$ cat src/rtl/ptr_pkg.sv
package ptr_pkg;
    localparam int PTR_SIZE = 16;
    localparam int PTR_ORG  = 16;
    localparam int PIX_W    = 4;
    localparam int POS_XW   = 9;
    localparam int POS_YW   = 8;

    typedef logic [PIX_W-1:0] rgbi_t;
endpackage

$ cat src/rtl/ptr_hit.sv
module ptr_hit #(
    parameter int XW   = 9,
    parameter int YW   = 8,
    parameter int SIZE = 16,
    parameter int ORG  = 16,
    localparam int CW  = $clog2(SIZE)
) (
    input  logic [XW-1:0] beam_x,
    input  logic [YW-1:0] beam_y,
    input  logic [XW-1:0] pos_x,
    input  logic [YW-1:0] pos_y,
    output logic          hit,
    output logic [CW-1:0] row,
    output logic [CW-1:0] col
);
    logic [XW:0] sx, dx;
    logic [YW:0] sy, dy;
    logic        in_x, in_y;

    always_comb begin
        sx   = {1'b0, beam_x} + (XW+1)'(ORG);
        sy   = {1'b0, beam_y} + (YW+1)'(ORG);
        dx   = sx - {1'b0, pos_x};
        dy   = sy - {1'b0, pos_y};
        in_x = (sx >= {1'b0, pos_x}) && (dx < (XW+1)'(SIZE));
        in_y = (sy >= {1'b0, pos_y}) && (dy < (YW+1)'(SIZE));
        hit  = in_x && in_y;
        col  = dx[CW-1:0];
        row  = dy[CW-1:0];
    end
endmodule

$ cat src/rtl/ptr_bitsel.sv
module ptr_bitsel #(
    parameter int SIZE = 16,
    localparam int CW  = $clog2(SIZE),
    localparam int MW  = SIZE * SIZE
) (
    input  logic [MW-1:0] map,
    input  logic [CW-1:0] row,
    input  logic [CW-1:0] col,
    output logic          bit_o
);
    // Line r holds SIZE/8 bytes; within a byte, column order runs from bit 7 down.
    logic [2*CW-1:0] idx;

    always_comb begin
        idx   = {row, col[CW-1:3], ~col[2:0]};
        bit_o = map[idx];
    end
endmodule

$ cat src/rtl/ptr_combine.sv
module ptr_combine
    import ptr_pkg::*;
(
    input  rgbi_t       pix_in,
    input  logic        draw,
    input  logic        en_and,
    input  logic        en_xor,
    input  logic        and_bit,
    input  logic        xor_bit,
    input  logic [7:0]  color,
    output rgbi_t       pix_o
);
    rgbi_t after_and;

    always_comb begin
        after_and = pix_in;
        if (draw && en_and && !and_bit)
            after_and = pix_in & color[3:0];
        pix_o = after_and;
        if (draw && en_xor && xor_bit)
            pix_o = after_and ^ color[7:4];
    end
endmodule

$ cat src/rtl/ptr_overlay.sv
module ptr_overlay
    import ptr_pkg::*;
#(
    parameter int SIZE = PTR_SIZE,
    parameter int ORG  = PTR_ORG,
    localparam int CW  = $clog2(SIZE),
    localparam int MW  = SIZE * SIZE
) (
    input  logic              clk,
    input  logic              rst_n,
    input  logic [POS_XW-1:0] beam_x,
    input  logic [POS_YW-1:0] beam_y,
    input  logic [PIX_W-1:0]  pix_in,
    input  logic [MW-1:0]     and_map,
    input  logic [MW-1:0]     xor_map,
    input  logic [POS_XW-1:0] pos_x,
    input  logic [POS_YW-1:0] pos_y,
    input  logic              en_blink,
    input  logic              en_and,
    input  logic              en_xor,
    input  logic [7:0]        color,
    input  logic              blink_on,
    output logic [PIX_W-1:0]  pix_out
);
    logic          hit, draw, and_bit, xor_bit;
    logic [CW-1:0] row, col;
    rgbi_t         pix_next;

    ptr_hit #(.XW(POS_XW), .YW(POS_YW), .SIZE(SIZE), .ORG(ORG)) u_hit (
        .beam_x(beam_x), .beam_y(beam_y), .pos_x(pos_x), .pos_y(pos_y),
        .hit(hit), .row(row), .col(col)
    );

    ptr_bitsel #(.SIZE(SIZE)) u_and_sel (
        .map(and_map), .row(row), .col(col), .bit_o(and_bit)
    );

    ptr_bitsel #(.SIZE(SIZE)) u_xor_sel (
        .map(xor_map), .row(row), .col(col), .bit_o(xor_bit)
    );

    always_comb draw = hit && (!en_blink || blink_on);

    ptr_combine u_comb (
        .pix_in(pix_in), .draw(draw), .en_and(en_and), .en_xor(en_xor),
        .and_bit(and_bit), .xor_bit(xor_bit), .color(color), .pix_o(pix_next)
    );

    always_ff @(posedge clk) begin
        if (!rst_n) pix_out <= '0;
        else        pix_out <= pix_next;
    end

    assert_reset_R1: assert property (@(posedge clk)
        !rst_n |=> pix_out == '0);

    assert_pass_R2: assert property (@(posedge clk) disable iff (!rst_n)
        !hit |=> pix_out == $past(pix_in));

    assert_origin_R4: assert property (@(posedge clk) disable iff (!rst_n)
        (pos_x == '0 && pos_y == '0) |-> !hit);

    assert_and_R6: assert property (@(posedge clk) disable iff (!rst_n)
        (hit && en_and && !en_xor && !en_blink && !and_bit)
        |=> pix_out == ($past(pix_in) & $past(color[3:0])));

    assert_gate_R8: assert property (@(posedge clk) disable iff (!rst_n)
        (!en_and && !en_xor) |=> pix_out == $past(pix_in));

    assert_blink_R9: assert property (@(posedge clk) disable iff (!rst_n)
        (en_blink && !blink_on) |=> pix_out == $past(pix_in));
endmodule

$ cat config.mk
export PLATFORM = sky130hd
export DESIGN_NAME = ptr_overlay
export DESIGN_NICKNAME = d
export VERILOG_FILES = /design/src/rtl/ptr_pkg.sv /design/src/rtl/ptr_hit.sv /design/src/rtl/ptr_bitsel.sv /design/src/rtl/ptr_combine.sv /design/src/rtl/ptr_overlay.sv
export SDC_FILE = /design/constraint.sdc
export NUM_CORES = 1
export LEC_CHECK = 0
export ABC_CLOCK_PERIOD_IN_PS = 3600
export BUFFER_PORTS_ARGS = -buffer_cell sky130_fd_sc_hd__buf_4
export CAP_MARGIN = 5
export CORE_AREA = 2 2 223 225
export CTS_BUF_LIST = sky130_fd_sc_hd__clkbuf_8
export DETAILED_ROUTE_END_ITERATION = 8
export DIE_AREA = 0 0 225 227
export GPL_ROUTABILITY_DRIVEN = 0
export SLEW_MARGIN = 20
export SYNTH_ARGS = -nofsm -noshare
export SYNTH_HDL_FRONTEND = slang
export SYNTH_SLANG_ARGS = --single-unit
$ cat constraint.sdc
create_clock -name clk -period 3.6 [get_ports clk]
set_input_delay 0.36 -clock clk [delete_from_list [all_inputs] [get_ports clk]]
set_output_delay 0.36 -clock clk [all_outputs]
set_load 0.02 [all_outputs]
; After elaboration in Yosys (flattened, before gate mapping)
; Cells that the tools add are included.
[totals]
ff_bits = 4
wordCells = 30
[classes]
order_cmp = 5
n_mux = 6
add_sub_neg = 4
reduce_logical = 11
bitwise_logic = 3
[ops]
columns = cell, count
row1 = binary-select mux 1 bit (select 8 bit), 2
row2 = "adder 9 x 5 -> 10 bit, second input constant", 1
row3 = greater-or-equal comparator 10 x 9 -> 1 bit, 1
row4 = "less-than comparator 10 x 5 -> 1 bit, second input constant", 1
row5 = subtractor 10 x 9 -> 10 bit, 1
row6 = "adder 8 x 5 -> 9 bit, second input constant", 1
row7 = greater-or-equal comparator 9 x 8 -> 1 bit, 1
row8 = "less-than comparator 8 x 9 -> 1 bit, second input constant", 1
row9 = "less-than comparator 9 x 5 -> 1 bit, second input constant", 1
row10 = subtractor 9 x 8 -> 9 bit, 1
row11 = logical AND 1 bit, 8
row12 = two-way mux 4 bit, 2
row13 = bitwise AND 4 bit, 1
row14 = bitwise XOR 4 bit, 1
row15 = inverter 3 bit, 1
row16 = zero test 1 bit, 2
row17 = two-way mux 1 bit, 2
row18 = logical OR 1 bit, 1

; Depth between registers and ports, before layout
[logic_depth]
word_depth = 11
mapped_depth = 18
depth_no_buf = 14

; By module
; From an unflattened synthesis, not the netlist that was laid out.
[unflattened]
cells_unflattened = 603
hier_area_um2 = 5665.4
[by_module_without_submodules]
columns = mod, n_inst, seq_area_each_um2, cells_each, area_each_um2
row1 = ptr_bitsel, 2, 0.0, 220, 2222.1
row2 = ptr_hit, 1, 0.0, 139, 992.2
row3 = ptr_overlay, 1, 80.1, 10, 116.4
row4 = ptr_combine, 1, 0.0, 14, 112.6

; Worst setup path after synthesis
; Ideal clock, no wire load.
[synth_timing]
kind = input-to-reg
from = input port beam_x[0]
to = register pix_out[0]
t_required_ns = 3.482
setup_time_ns = 0.118
n_path_buf = 2
path_stages = 13
slack_ns = -0.209
t_arrival_ns = 3.690
cell_sequence = inv_1 -> ha_1 -> inv_1 -> fa_1 -> buf_2 -> buf_1 -> mux4_2 -> mux4_2 -> mux2_4 -> o311a_4 -> o41a_1 -> a21bo_2 -> a21boi_2
[synth_between]
elab_chain_cells = 11
elab_cells_between_ends = 20
cone_classes = add/sub (2) / order compare (2) / mux (6) / bitwise (2) / reduce/logical (8)
[synth_rtl]
columns = item, line_no
row1 = from (decl), ptr_overlay.sv:11  ; input logic [POS_XW-1:0] beam_x,
row2 = adder 9 x 5 -> 10 bit (*), ptr_hit.sv:21  ; sx = {1'b0, beam_x} + (XW+1)'(ORG);
row3 = branches (longest 9 deep; another with subtractor 10 x 9 -> 10 bit), --
row4 = two-way mux 4 bit (*), ptr_combine.sv:20  ; if (draw && en_xor && xor_bit)
row5 = to (signal assigned), ptr_overlay.sv:51  ; else pix_out <= pix_next;
row6 = to (decl), ptr_overlay.sv:23  ; output logic [PIX_W-1:0] pix_out
; Every way passes the cells marked *. The select of a mux whose other input is x is not followed.
; A chain may end at the register's enable or synchronous reset.

; Worst setup path after layout
[layout_timing]
from = input port beam_x[0]
to = register pix_out[2]
; Same word-level chain as after synthesis.

==> impl_results.html <==
<table>
<tr><th>Metric</th><th>Value</th></tr>
<tr><th colspan="2">Setup path</th></tr>
<tr><td>Slowest cell on the critical path</td><td>sky130_fd_sc_hd__fa_4</td></tr>
<tr><td>Required time of the worst setup path</td><td>3.70 ns</td></tr>
<tr><td>CP Cell Sequence</td><td>buf_6, inv_4, ha_4, inv_2, fa_4, buf_12, buf_12, buf_4, mux4_2, and2_1, a2111oi_4, nor4_4, a31oi_4, nand3_4, o41a_1, a21bo_2, a21boi_2</td></tr>
<tr><td>Cell class contributing the biggest share of worst-path delay</td><td>compound AO/OA/AOI/OAI gates</td></tr>
<tr><td>Buf+Inv Stages, Crit Path</td><td>6</td></tr>
<tr><td>Kind of capture point of the worst setup path</td><td>register</td></tr>
<tr><td>Max stage delay on crit path</td><td>0.81 ns</td></tr>
<tr><td>Crit path top cell by count</td><td>sky130_fd_sc_hd__buf_12</td></tr>
<tr><td>Nature of the critical path startpoint</td><td>input port</td></tr>
<tr><td>Largest fanout on the critical path</td><td>4</td></tr>
<tr><td>Arrival @ worst endpoint</td><td>4.07 ns</td></tr>
<tr><td>Worst setup path category</td><td>input port to register</td></tr>
<tr><th colspan="2">Global route</th></tr>
<tr><td>Vias in the first global route</td><td>8464</td></tr>
<tr><td>Initial antenna violation count</td><td>12</td></tr>
<tr><td>Global-route wire length before repair</td><td>57.1 mm</td></tr>
<tr><td>Global route overflow</td><td>0</td></tr>
<tr><td>Global-route usage over all layers</td><td>15.5%</td></tr>
<tr><td>Pin count of the biggest net entering global routing</td><td>29</td></tr>
<tr><th colspan="2">Die</th></tr>
<tr><td>Placeable Area</td><td>48500 um2</td></tr>
<tr><td>Floorplan row count</td><td>81</td></tr>
<tr><td>Initial core utilization</td><td>11.6%</td></tr>
<tr><td>Floorplan die area</td><td>51100 um2</td></tr>
<tr><td>Vertical die dimension</td><td>227 um</td></tr>
<tr><td>Width of the die</td><td>225 um</td></tr>
<tr><td>Ports</td><td>568</td></tr>
<tr><th colspan="2">Layout</th></tr>
<tr><td>Area of the multi-input gates</td><td>5540 um2</td></tr>
<tr><td>Final standard cell count with taps included and fillers excluded</td><td>1792</td></tr>
<tr><td>Fillers</td><td>5118</td></tr>
<tr><td>Most frequent standard cell in the layout excluding fill and tap cells</td><td>sky130_fd_sc_hd__buf_4</td></tr>
<tr><td>Leading cell types in the layout, fill and taps excluded</td><td>sky130_fd_sc_hd__buf_4 (689), sky130_fd_sc_hd__mux4_2 (140), sky130_fd_sc_hd__nand2_1 (51), sky130_fd_sc_hd__inv_1 (24), sky130_fd_sc_hd__buf_12 (22)</td></tr>
<tr><td>Synth-to-Final Area Change</td><td>117%</td></tr>
<tr><td>Final Core Density</td><td>25.3%</td></tr>
<tr><td>Area of all placed cells without fillers</td><td>12300 um2</td></tr>
<tr><td>Number of flip-flops in the largest register</td><td>4</td></tr>
<tr><td>Count of nets after finishing</td><td>1752</td></tr>
<tr><td>Proportion of layout cells with a drive suffix above 1</td><td>78.6%</td></tr>
<tr><td>Storage element area</td><td>80.1 um2</td></tr>
<tr><td>Top Registers</td><td>pix_out x4</td></tr>
<tr><td>Register ranked first by flip-flop count</td><td>pix_out</td></tr>
<tr><th colspan="2">Pwr</th></tr>
<tr><td>Power share of the clock group</td><td>3.3%</td></tr>
<tr><td>Sequential share of power</td><td>1.7%</td></tr>
<tr><td>Net switching power of the design</td><td>1.19 mW</td></tr>
<tr><td>Share of power burned in combinational logic</td><td>95.0%</td></tr>
<tr><td>Design internal power</td><td>1.66 mW</td></tr>
<tr><td>Power density over the cells</td><td>232 nW/um2</td></tr>
<tr><td>Switching power share of the total</td><td>41.7%</td></tr>
<tr><td>Maximum ir drop on the vdd rail</td><td>0.0000868 V</td></tr>
<tr><td>Static power due to leakage</td><td>5.53 nW</td></tr>
<tr><td>Total power consumption of the routed design</td><td>2.85 mW</td></tr>
<tr><th colspan="2">STA</th></tr>
<tr><td>Max transition margin</td><td>56.8%</td></tr>
<tr><td>Post-route setup slack</td><td>-0.365 ns</td></tr>
<tr><td>Transition time of the tightest slew-check pin</td><td>0.647 ns</td></tr>
<tr><td>Minimum clock period after layout</td><td>3.96 ns</td></tr>
<tr><td>Number of max-slew violations in the final report</td><td>0</td></tr>
<tr><td>Ratio of final minimum period to clock period</td><td>110%</td></tr>
<tr><td>RSZ-0062 raised after global routing</td><td>true</td></tr>
<tr><td>Hold Violations, Final</td><td>0</td></tr>
<tr><td>Setup-failing EPs final</td><td>4</td></tr>
<tr><td>Fmax achieved</td><td>252 MHz</td></tr>
<tr><th colspan="2">Placement</th></tr>
<tr><td>Cell Area, Placed</td><td>11600 um2</td></tr>
<tr><td>Detailed Place HPWL</td><td>38.0 mm</td></tr>
<tr><td># port buffers</td><td>567</td></tr>
<tr><td>Worst Setup Slack post-DPL</td><td>-1.35 ns</td></tr>
<tr><td>Placed Cells incl. Taps</td><td>1761</td></tr>
<tr><th colspan="2">Synthesis</th></tr>
<tr><td>Synth area leaders</td><td>sky130_fd_sc_hd__mux4_2 (55%), sky130_fd_sc_hd__ha_1 (4.2%), sky130_fd_sc_hd__nand2_1 (3.5%)</td></tr>
<tr><td>Share of synthesized flip-flops with an asynchronous set or reset</td><td>0%</td></tr>
<tr><td>Fraction of the mapped netlist area in compound gates</td><td>11.7%</td></tr>
<tr><td>Number of warnings printed during yosys synthesis</td><td>0</td></tr>
<tr><td>Post-synthesis share of cell area spent on and, or, nand and nor gates</td><td>13.3%</td></tr>
<tr><td>Parity-gate share of the synthesized area counting xor and xnor cells</td><td>2.50%</td></tr>
<tr><td>Top_reg_cell synth</td><td>sky130_fd_sc_hd__dfxtp_1</td></tr>
<tr><td>Synth Cell Area</td><td>5650 um2</td></tr>
<tr><td>Nets in the synthesized netlist</td><td>1078</td></tr>
<tr><td>Adder-Cell Fraction of Synth Area</td><td>4.92%</td></tr>
<tr><td>Post-synthesis register bit count</td><td>4</td></tr>
<tr><td>Cell count after synthesis</td><td>493</td></tr>
<tr><td>Sequential fraction of the synthesis area</td><td>1.42%</td></tr>
<tr><td>Mean Syn Cell Area</td><td>11.5 um2</td></tr>
<tr><td>Largest family of logic cells by synthesized area</td><td>multiplexers</td></tr>
<tr><td>Largest area contributor in the synthesized netlist</td><td>sky130_fd_sc_hd__mux4_2</td></tr>
<tr><td>Area share of the leading cell type in the synthesized netlist</td><td>55.0%</td></tr>
<tr><td>Number of flops mapped to enable cells by yosys</td><td>0</td></tr>
<tr><td>Mux share of post-synthesis cell area</td><td>59.1%</td></tr>
<tr><td>Post-synth cell types</td><td>64</td></tr>
<tr><th colspan="2">Flow run</th></tr>
<tr><td>Maximum capacitance violations</td><td>0</td></tr>
<tr><th colspan="2">Detailed routing</th></tr>
<tr><td>Via count</td><td>7783</td></tr>
<tr><td>Drt via density</td><td>4.34</td></tr>
<tr><td>Antenna Violating Nets Remaining</td><td>0</td></tr>
<tr><td>Total length of routed wires</td><td>42.2 mm</td></tr>
<tr><td>Residual DRC</td><td>0</td></tr>
<tr><td>Wire length per cell</td><td>23.6 um</td></tr>
<tr><td>Detailed router's first-iteration violation count</td><td>354</td></tr>
<tr><td>Length of the first detailed-routing pass in iterations</td><td>5</td></tr>
<tr><th colspan="2">Worst hold path</th></tr>
<tr><td>Class of the worst hold path</td><td>input port to register</td></tr>
<tr><th colspan="2">Clock tree</th></tr>
<tr><td>Total number of H-tree levels</td><td>1</td></tr>
<tr><td>TritonCTS clock tree</td><td>built</td></tr>
<tr><td>Clock Sink Count</td><td>4</td></tr>
<tr><td>Buffers from clock root to sink, at most</td><td>2</td></tr>
<tr><td>Clock root buffer master</td><td>sky130_fd_sc_hd__clkbuf_8</td></tr>
<tr><td>Cts bufs inserted</td><td>3</td></tr>
<tr><td>Clock transition at the register clock pins on the worst setup and hold paths after CTS</td><td>0.03 ns</td></tr>
<tr><td>Number of buffers inserted for hold repair after clock tree synthesis</td><td>0</td></tr>
<tr><th colspan="2">Status</th></tr>
<tr><td>Violations in the final reports</td><td>setup timing</td></tr>
<tr><td>Run status</td><td>finished with violations</td></tr>
</table>
## power by group through the flow
stage	combinational [mW]	sequential, mW	clock, mW
5_1_grt	2.90	0.0480	0.102
3_3_place_gp	2.46	0.0486	0
6_report	2.70	0.0478	0.0950
2_1_floorplan	1.16	0.0513	0
3_5_place_dp	2.48	0.0485	0
4_1_cts	2.70	0.0479	0.0982
## final timing paths
kind | startpoint | cells after the start | end | slack (ns)
worst max-delay path | beam_x[0] | 17 | pix_out[2] | -0.36
worst min-delay path | rst_n | 2 | pix_out[3] | 0.40
## cell usage after synthesis (all sizes together), types with 3 or more instances
master   instances
a21o             3
o21ai            6
a2111oi         12
o41a             4
inv             26
xor2             7
a21bo            4
nand4           14
o211ai           3
nor2            22
dfxtp            4
xnor2            7
nand3b           4
ha              19
nand3           18
clkbuf          12
and2             9
a21boi           5
buf             37
a41oi            6
nand2           52
mux4           142
nor3             5
mux2i           11
nand2b           7
a31oi            4
a21oi           15
## routing by layer
| layer | GRT usage [%] | routed length, um | vias up |
|---|---|---|---|
| li1 | - | - | 3454 |
| met1 | 18.4 | 16100 | 3785 |
| met2 | 29.0 | 21600 | 474 |
| met3 | 2.44 | 3000 | 68 |
| met4 | 4.29 | 1510 | 2 |
| met5 | 0 | 13 | - |
## stage by stage
step	hold WS, ns	TNS, ns
final	0.403	-1.31
after detailed placement	0.630	-5.33
after global placement	0.628	-5.42
after CTS	0.402	-1.89
after global routing	0.416	-1.78
after floorplan	0.509	0
## area by class of cell
| cell class | instances | area share (%) |
|---|---|---|
| diodes | 5 | 0.102 |
| clock buffers | 3 | 0.336 |
| inverters | 26 | 0.816 |
| multi-input cells | 414 | 45.2 |
| flip-flops and latches | 4 | 0.653 |
| well taps | 622 | 6.34 |
| repair buffers | 718 | 46.6 |
## timing repair
item                                    4_1_cts  5_1_grt
gates resized for setup                      60       17
buffers inserted                             11       11
pin swaps                                    23       24
cloned                                        1        0
endpoints found under the hold margin         0        0
endpoints found under the setup margin        4        4
## logic make-up after synthesis
| family | after synthesis |
|---|---|
| multiplexers | 154 |
| AND/OR/NAND/NOR | 143 |
| AO/OA/AOI/OAI | 82 |
| buffers and inverters | 75 |
| adder cells (fa/ha/maj) | 21 |
| XOR/XNOR | 14 |
| flip-flops | 4 |
(Power assumes the default switching activity.)
